===== src/rtl/pxc_pkg.sv =====
`timescale 1ns/1ps
package pxc_pkg;
    localparam int DATA_W = 32;
    localparam int CNT_W  = 16;

    typedef enum logic [1:0] {
        SEL_PTR  = 2'd0,
        SEL_CNT  = 2'd1,
        SEL_CTL  = 2'd2,
        SEL_NONE = 2'd3
    } reg_sel_e;

    typedef enum logic {
        DIR_RX = 1'b0,
        DIR_TX = 1'b1
    } dir_e;

    typedef enum logic [1:0] {
        ST_IDLE  = 2'd0,
        ST_FETCH = 2'd1,
        ST_STORE = 2'd2
    } eng_state_e;

    typedef struct packed {
        logic [DATA_W-1:0] ptr;
        dir_e              dir;
        logic [1:0]        size;
    } chan_cfg_t;

    function automatic logic [DATA_W-1:0] step_bytes(input logic [1:0] size);
        logic [DATA_W-1:0] r;
        case (size)
            2'd0:    r = 1;
            2'd1:    r = 2;
            default: r = 4;
        endcase
        return r;
    endfunction

    function automatic logic [DATA_W-1:0] periph_addr(input logic [DATA_W-1:0] base,
                                                      input int stride, input int idx);
        return base + DATA_W'(stride * idx);
    endfunction
endpackage


===== src/rtl/pxc_chan.sv =====
`timescale 1ns/1ps
module pxc_chan
    import pxc_pkg::*;
(
    input  logic              clk,
    input  logic              rst,
    input  logic              ptr_wr,
    input  logic              cnt_wr,
    input  logic              ctl_wr,
    input  logic [DATA_W-1:0] wdata,
    input  logic              trig,
    input  logic              take,
    input  logic              finish,
    output chan_cfg_t         cfg_o,
    output logic [CNT_W-1:0]  count_o,
    output logic              req_o,
    output logic              end_o
);
    logic [CNT_W-1:0]  count_q;
    logic [DATA_W-1:0] ptr_q;
    dir_e              dir_q;
    logic [1:0]        size_q;
    logic              pend_q;
    logic              zero_seen_q;
    logic              frozen_q;

    logic zero_wr;
    logic freeze_now;
    assign zero_wr    = cnt_wr && (wdata[CNT_W-1:0] == '0);
    assign freeze_now = frozen_q || (zero_wr && zero_seen_q);

    always_ff @(posedge clk) begin
        if (rst) begin
            count_q     <= '0;
            ptr_q       <= '0;
            dir_q       <= DIR_RX;
            size_q      <= '0;
            pend_q      <= 1'b0;
            zero_seen_q <= 1'b0;
            frozen_q    <= 1'b0;
        end else begin
            if (cnt_wr)
                count_q <= wdata[CNT_W-1:0];
            else if (finish && count_q != '0)
                count_q <= count_q - 1'b1;

            if (ptr_wr)
                ptr_q <= wdata;
            else if (finish && !freeze_now)
                ptr_q <= ptr_q + step_bytes(size_q);

            if (ctl_wr) begin
                dir_q  <= dir_e'(wdata[0]);
                size_q <= wdata[2:1];
            end

            if (zero_wr)
                pend_q <= 1'b0;
            else if (trig && count_q != '0)
                pend_q <= 1'b1;
            else if (take || count_q == '0)
                pend_q <= 1'b0;

            if (cnt_wr) begin
                zero_seen_q <= zero_wr;
                frozen_q    <= zero_wr && (frozen_q || zero_seen_q);
            end
        end
    end

    assign cfg_o   = '{ptr: ptr_q, dir: dir_q, size: size_q};
    assign count_o = count_q;
    assign req_o   = pend_q && (count_q != '0);
    assign end_o   = (count_q == '0);

    // an empty channel stays empty and never becomes pending on its own
    p_zero_count_holds_r7: assert property (@(posedge clk) disable iff (rst)
        (count_q == '0 && !cnt_wr) |=> (count_q == '0));
    p_no_wake_at_zero_r7: assert property (@(posedge clk) disable iff (rst)
        (count_q == '0 && !pend_q) |=> !pend_q);
    // once frozen, the pointer moves only by an explicit write
    p_frozen_ptr_r10: assert property (@(posedge clk) disable iff (rst)
        (frozen_q && !ptr_wr) |=> $stable(ptr_q));
endmodule


===== src/rtl/pxc_arb.sv =====
`timescale 1ns/1ps
module pxc_arb #(
    parameter int N = 4
) (
    input  logic         clk,
    input  logic         rst,
    input  logic [N-1:0] req,
    output logic [N-1:0] grant
);
    assign grant = req & (~req + N'(1));

    // at most one winner, and no lower-numbered requester is skipped
    p_grant_onehot_r9: assert property (@(posedge clk) disable iff (rst)
        $onehot0(grant));
    p_grant_lowest_r9: assert property (@(posedge clk) disable iff (rst)
        (|req) |-> (|grant) && (((grant - N'(1)) & req) == '0));
endmodule


===== src/rtl/pxc_engine.sv =====
`timescale 1ns/1ps
module pxc_engine
    import pxc_pkg::*;
#(
    parameter int                N              = 4,
    parameter logic [DATA_W-1:0] PERIPH_BASE    = 32'h8000_0000,
    parameter int                PERIPH_STRIDE  = 16
) (
    input  logic              clk,
    input  logic              rst,
    input  logic [N-1:0]      grant,
    input  chan_cfg_t         cfg [N],
    output logic [N-1:0]      take,
    output logic [N-1:0]      finish,
    output logic              bus_req,
    output logic              bus_we,
    output logic [DATA_W-1:0] bus_addr,
    output logic [DATA_W-1:0] bus_wdata,
    input  logic [DATA_W-1:0] bus_rdata,
    input  logic              bus_ack
);
    eng_state_e        state_q;
    logic [N-1:0]      chan_q;
    logic [DATA_W-1:0] src_q, dst_q, data_q;

    chan_cfg_t         sel_cfg;
    logic [DATA_W-1:0] sel_paddr;

    always_comb begin
        sel_cfg   = '0;
        sel_paddr = '0;
        for (int i = 0; i < N; i++) begin
            if (grant[i]) begin
                sel_cfg   = cfg[i];
                sel_paddr = periph_addr(PERIPH_BASE, PERIPH_STRIDE, i);
            end
        end
    end

    always_ff @(posedge clk) begin
        if (rst) begin
            state_q <= ST_IDLE;
            chan_q  <= '0;
            src_q   <= '0;
            dst_q   <= '0;
            data_q  <= '0;
        end else begin
            case (state_q)
                ST_IDLE: if (|grant) begin
                    chan_q <= grant;
                    if (sel_cfg.dir == DIR_RX) begin
                        src_q <= sel_paddr;
                        dst_q <= sel_cfg.ptr;
                    end else begin
                        src_q <= sel_cfg.ptr;
                        dst_q <= sel_paddr;
                    end
                    state_q <= ST_FETCH;
                end
                ST_FETCH: if (bus_ack) begin
                    data_q  <= bus_rdata;
                    state_q <= ST_STORE;
                end
                ST_STORE: if (bus_ack) state_q <= ST_IDLE;
                default: state_q <= ST_IDLE;
            endcase
        end
    end

    assign take      = (state_q == ST_IDLE) ? grant : '0;
    assign finish    = (state_q == ST_STORE && bus_ack) ? chan_q : '0;
    assign bus_req   = (state_q != ST_IDLE);
    assign bus_we    = (state_q == ST_STORE);
    assign bus_addr  = (state_q == ST_STORE) ? dst_q : src_q;
    assign bus_wdata = data_q;

    // an unacknowledged phase keeps its request, address and direction
    p_hold_phase_r11: assert property (@(posedge clk) disable iff (rst)
        (bus_req && !bus_ack) |=> (bus_req && $stable(bus_addr) && $stable(bus_we)));
    // an acknowledged fetch is followed by the write phase
    p_fetch_then_store_r3: assert property (@(posedge clk) disable iff (rst)
        (bus_req && !bus_we && bus_ack) |=> (bus_req && bus_we));
    // accepting a channel starts exactly one transfer; completions are single
    p_take_starts_r9: assert property (@(posedge clk) disable iff (rst)
        (|take) |=> (bus_req && !bus_we));
    p_finish_single_r9: assert property (@(posedge clk) disable iff (rst)
        $onehot0(finish));
endmodule


===== src/rtl/periph_xfer_ctrl.sv =====
`timescale 1ns/1ps
module periph_xfer_ctrl
    import pxc_pkg::*;
#(
    parameter int          NUM_CH        = 4,
    parameter logic [31:0] PERIPH_BASE   = 32'h8000_0000,
    parameter int          PERIPH_STRIDE = 16,
    localparam int         CW            = (NUM_CH > 1) ? $clog2(NUM_CH) : 1
) (
    input  logic              clk,
    input  logic              rst,
    input  logic              reg_we,
    input  logic [CW-1:0]     reg_chan,
    input  logic [1:0]        reg_sel,
    input  logic [31:0]       reg_wdata,
    output logic [31:0]       reg_rdata,
    input  logic [NUM_CH-1:0] trig,
    output logic [NUM_CH-1:0] done_o,
    output logic              bus_req,
    output logic              bus_we,
    output logic [31:0]       bus_addr,
    output logic [31:0]       bus_wdata,
    input  logic [31:0]       bus_rdata,
    input  logic              bus_ack
);
    chan_cfg_t        cfg   [NUM_CH];
    logic [CNT_W-1:0] count [NUM_CH];
    logic [NUM_CH-1:0] req, grant, take, finish;

    for (genvar i = 0; i < NUM_CH; i++) begin : g_ch
        logic hit;
        assign hit = reg_we && (reg_chan == CW'(i));
        pxc_chan u_chan (
            .clk     (clk),
            .rst     (rst),
            .ptr_wr  (hit && reg_sel == SEL_PTR),
            .cnt_wr  (hit && reg_sel == SEL_CNT),
            .ctl_wr  (hit && reg_sel == SEL_CTL),
            .wdata   (reg_wdata),
            .trig    (trig[i]),
            .take    (take[i]),
            .finish  (finish[i]),
            .cfg_o   (cfg[i]),
            .count_o (count[i]),
            .req_o   (req[i]),
            .end_o   (done_o[i])
        );
    end

    pxc_arb #(.N(NUM_CH)) u_arb (
        .clk   (clk),
        .rst   (rst),
        .req   (req),
        .grant (grant)
    );

    pxc_engine #(
        .N             (NUM_CH),
        .PERIPH_BASE   (PERIPH_BASE),
        .PERIPH_STRIDE (PERIPH_STRIDE)
    ) u_engine (
        .clk       (clk),
        .rst       (rst),
        .grant     (grant),
        .cfg       (cfg),
        .take      (take),
        .finish    (finish),
        .bus_req   (bus_req),
        .bus_we    (bus_we),
        .bus_addr  (bus_addr),
        .bus_wdata (bus_wdata),
        .bus_rdata (bus_rdata),
        .bus_ack   (bus_ack)
    );

    always_comb begin
        reg_rdata = '0;
        for (int i = 0; i < NUM_CH; i++) begin
            if (reg_chan == CW'(i)) begin
                case (reg_sel)
                    SEL_PTR: reg_rdata = cfg[i].ptr;
                    SEL_CNT: reg_rdata = 32'(count[i]);
                    SEL_CTL: reg_rdata = 32'({cfg[i].size, cfg[i].dir});
                    default: reg_rdata = '0;
                endcase
            end
        end
    end
endmodule


===== config.mk =====
export PLATFORM = sky130hd
export DESIGN_NAME = periph_xfer_ctrl
export DESIGN_NICKNAME = d
export VERILOG_FILES = /design/src/rtl/pxc_pkg.sv /design/src/rtl/pxc_chan.sv /design/src/rtl/pxc_arb.sv /design/src/rtl/pxc_engine.sv /design/src/rtl/periph_xfer_ctrl.sv
export SDC_FILE = /design/constraint.sdc
export NUM_CORES = 1
export LEC_CHECK = 0
export BUFFER_PORTS_ARGS = -buffer_cell sky130_fd_sc_hd__clkbuf_2
export CAP_MARGIN = 20
export CORE_MARGIN = 8
export CORE_UTILIZATION = 45
export DETAILED_ROUTE_END_ITERATION = 10
export GPL_ROUTABILITY_DRIVEN = 0
export PLACE_DENSITY_LB_ADDON = 0.12
export SLEW_MARGIN = 0
export SYNTH_ARGS = -nofsm -noshare
export SYNTH_HDL_FRONTEND = slang
export SYNTH_SLANG_ARGS = --single-unit

===== constraint.sdc =====
create_clock -name clk -period 3.8 [get_ports clk]
set_input_delay 0.76 -clock clk [delete_from_list [all_inputs] [get_ports clk]]
set_output_delay 0.76 -clock clk [all_outputs]
set_load 0.02 [all_outputs]

==> run metrics <==
drt wl/cell=23.1 um; Critical Path RT=~4200 ps; core area=between 30000 and 40000 sq um; post-synthesis area per instance=8.08 sq um; max cap viols=0; Async SR Flop Fraction=0; clock tree sinks=318; most frequent CP cell=a21oi_1; r2r endpoint=u_engine.src_q[5]; CP Capture Point=u_engine.src_q[5]; DRT iter0 DRCs=about 1800; Crit. End Element=register; setup TNS=0 ps; Setup-failing EPs final=0; cell area after layout=20900 sq um; grt ovf=0; startpoint class of the critical path=register; Hold WC Path Type=in2reg; Pwr Total=8.32 mW; Die Y=between 200 and 250 um; total wire length=66.8 mm; gr usage total=0.277; postcts setup bufs=0; VDD IR max=0.334 mV; Distinct cells, synth=73; CTS tree=yes; Pleak=around 7.7 nW; Post-DP HPWL=47.8 mm; Post-synth EDFFs=0; FF-to-FF setup slack=400 ps; Syn. warnings=0; Mapped Area=17800 sq um; vias in the first global route=around 17000; reg2reg path depth=9; Layout Skew=24.0 ps; critical path peak fanout=19; nets@finish=2441; # H-tree levels=2; IO Count=between 150 and 200; fmax=294 MHz; Least-Margin Pin Slew=769 ps; share of cells above drive strength 1=0.177; Worst path max stage delay=roughly 640 ps; RSZ-0062 raised after global routing=false; worst path bufs/invs=2; DRC Markers=0; ant diodes=0; Main synth FF type=dfxtp_1; first-pass GRT wire length=102 mm; hold path depth=3; number of nets with antenna violations after routing=0; Synth Register Bits=318; via count=17800; placed cell areas=19600 sq um; sequential fraction of the synthesis area=0.357; most frequent cells in the layout=318 x dfxtp_1, 300 x nor2_1, 216 x nand2_1; Worst slew margin=0.482; clk buf depth=3; Fin. Hold Viols=0; crit path cell chain=inv_1 -> ha_1 -> or3b_2 -> o41a_2 -> a21oi_1 -> a21oi_1 -> o21ai_2 -> buf_12 -> o221ai_1; min cycle time layout=3400 ps; fin cells=2896; antenna violations before repair=1; CP max-delay cell=o21ai_2; largest net degree at the start of global routing=104; Worst path top cell family by delay=compound AO/OA/AOI/OAI gates; DR pass1 iterations=5; final worst-path cycle share=0.895; Data arrival, critical path=about 3800 ps; Area growth, synth to finish=17.4%; placed insts=approximately 2800; run status=complete, no violations; clk_lat worst skew=570 ps; CTS buffer count=38; CP Class=reg2reg; commonest non-fill, non-tap cell in the layout=dfxtp_1; Slew Limit Fails=0; CTS clk-pin slew, worst paths=about 70 ps; post-cts hold buffer count=0; Site Rows=73; Synthesized Nets=2303; post-CTS sizing=0; Mapped Cells=2207; Die X=215 um; Die Footprint=46200 sq um; Worst Setup SP=g_ch[1].u_chan.count_o[0]; Starting Density=0.452; CTS root buf=clkbuf_16; Worst R2R Start=g_ch[1].u_chan.count_o[0]; pwr/cell area=398 nW/um^2; PortBufs=177; Levels on crit path=9; Vias per Instance=6.14; Min Hold Slack=419 ps
[worst min-delay path, stage by stage]
cell	delay, ps
clkbuf_2	80
nand2_1	40
a21oi_1	50
[report_power, final]
part / switching, mW / total, mW / internal [mW]
sequential: 0.0993 / 3.52 / 3.42
clock: 1.50 / 3.86 / 2.36
combinational: 0.619 / 0.943 / 0.324
[per-stage QoR]
stage / setup WS [ps] / util
after CTS: 423 / 0.529
after detailed placement: 386 / 0.496
after global routing: 204 / 0.530
after global placement: 332 / 0.496
final: 399 / 0.530
after floorplan: 359 / -
[how the worst min path moves through the flow]
stage                             end               start
3_3_place_gp       u_engine.dst_q[21]  u_engine.dst_q[21]
5_1_grt        u_engine.bus_wdata[17]       bus_rdata[17]
4_1_cts        u_engine.bus_wdata[13]       bus_rdata[13]
3_5_place_dp        u_engine.dst_q[7]   u_engine.dst_q[7]
6_report       u_engine.bus_wdata[13]       bus_rdata[13]
2_1_floorplan       u_engine.dst_q[0]   u_engine.dst_q[0]
[cell usage after synthesis, types with 10 or more instances]
library cell,number,share of area
and3_1,15,0.0053
clkbuf_1,153,0.032
a211oi_1,164,0.069
a311oi_1,23,0.011
ha_1,16,0.011
a221o_1,15,0.0084
buf_2,11,0.0031
nand2_1,220,0.046
inv_1,46,0.0097
nor4_1,38,0.013
nand4_1,40,0.014
nor2_1,301,0.063
nor3_1,50,0.014
a221oi_1,31,0.015
and2_1,10,0.0035
or3_1,29,0.010
mux2_2,33,0.021
nor2b_1,10,0.0035
xor2_1,72,0.035
nand3_1,62,0.017
a22o_1,16,0.0079
o21ai_0,90,0.025
a2bb2oi_1,29,0.014
o211ai_1,10,0.0042
a21o_1,13,0.0055
o22ai_1,14,0.0049
dfxtp_1,318,0.36
mux2i_1,40,0.022
xnor2_1,86,0.042
mux4_2,10,0.013
or4_1,12,0.0051
a21oi_1,94,0.026
o21ai_2,10,0.0049
[flip-flops by register name, summed over array words and instances (netlist names)]
signal                   count
g_ch.u_chan.ptr_q          128
g_ch.u_chan.count_o         64
u_engine.bus_wdata          32
u_engine.dst_q              32
u_engine.src_q              32
g_ch.u_chan.size_q           8
g_ch.u_chan.dir_q            4
g_ch.u_chan.frozen_q         4
g_ch.u_chan.pend_q           4
g_ch.u_chan.zero_seen_q      4
u_engine.chan_q              4
u_engine.state_q             2
[metal layers]
metal  track usage  up-vias  share of wire
li1              -     8309              -
met5             0        -        0.00015
met3        0.0500      194          0.080
met1         0.352     8474           0.41
met4         0.142        2          0.051
met2         0.447      812           0.46
[logic make-up after synthesis]
kind of cell / count (synthesis) / synth area share
and+or+nand+nor: 841 / 0.221
AOI/OAI and AO/OA: 560 / 0.222
xor gates and xnor gates: 158 / 0.0776
buffers and inverters: 227 / 0.0501
adders and majority gates: 20 / 0.0157
muxes: 83 / 0.0560
DFF: 318 / 0.357
[final cells by class]
| cell class | count | area (sq um) |
|---|---|---|
| inverter | 47 | 176 |
| sequential | 318 | 6370 |
| timing repair buffer | 278 | 1800 |
| clock buffer | 57 | 1150 |
| fill | 3806 | 18500 |
| tap | 525 | 657 |
| multi-input combinational | 1662 | 10600 |
| clock inverter | 9 | 154 |
No activity file was read; power rests on OpenSTA's default activity.
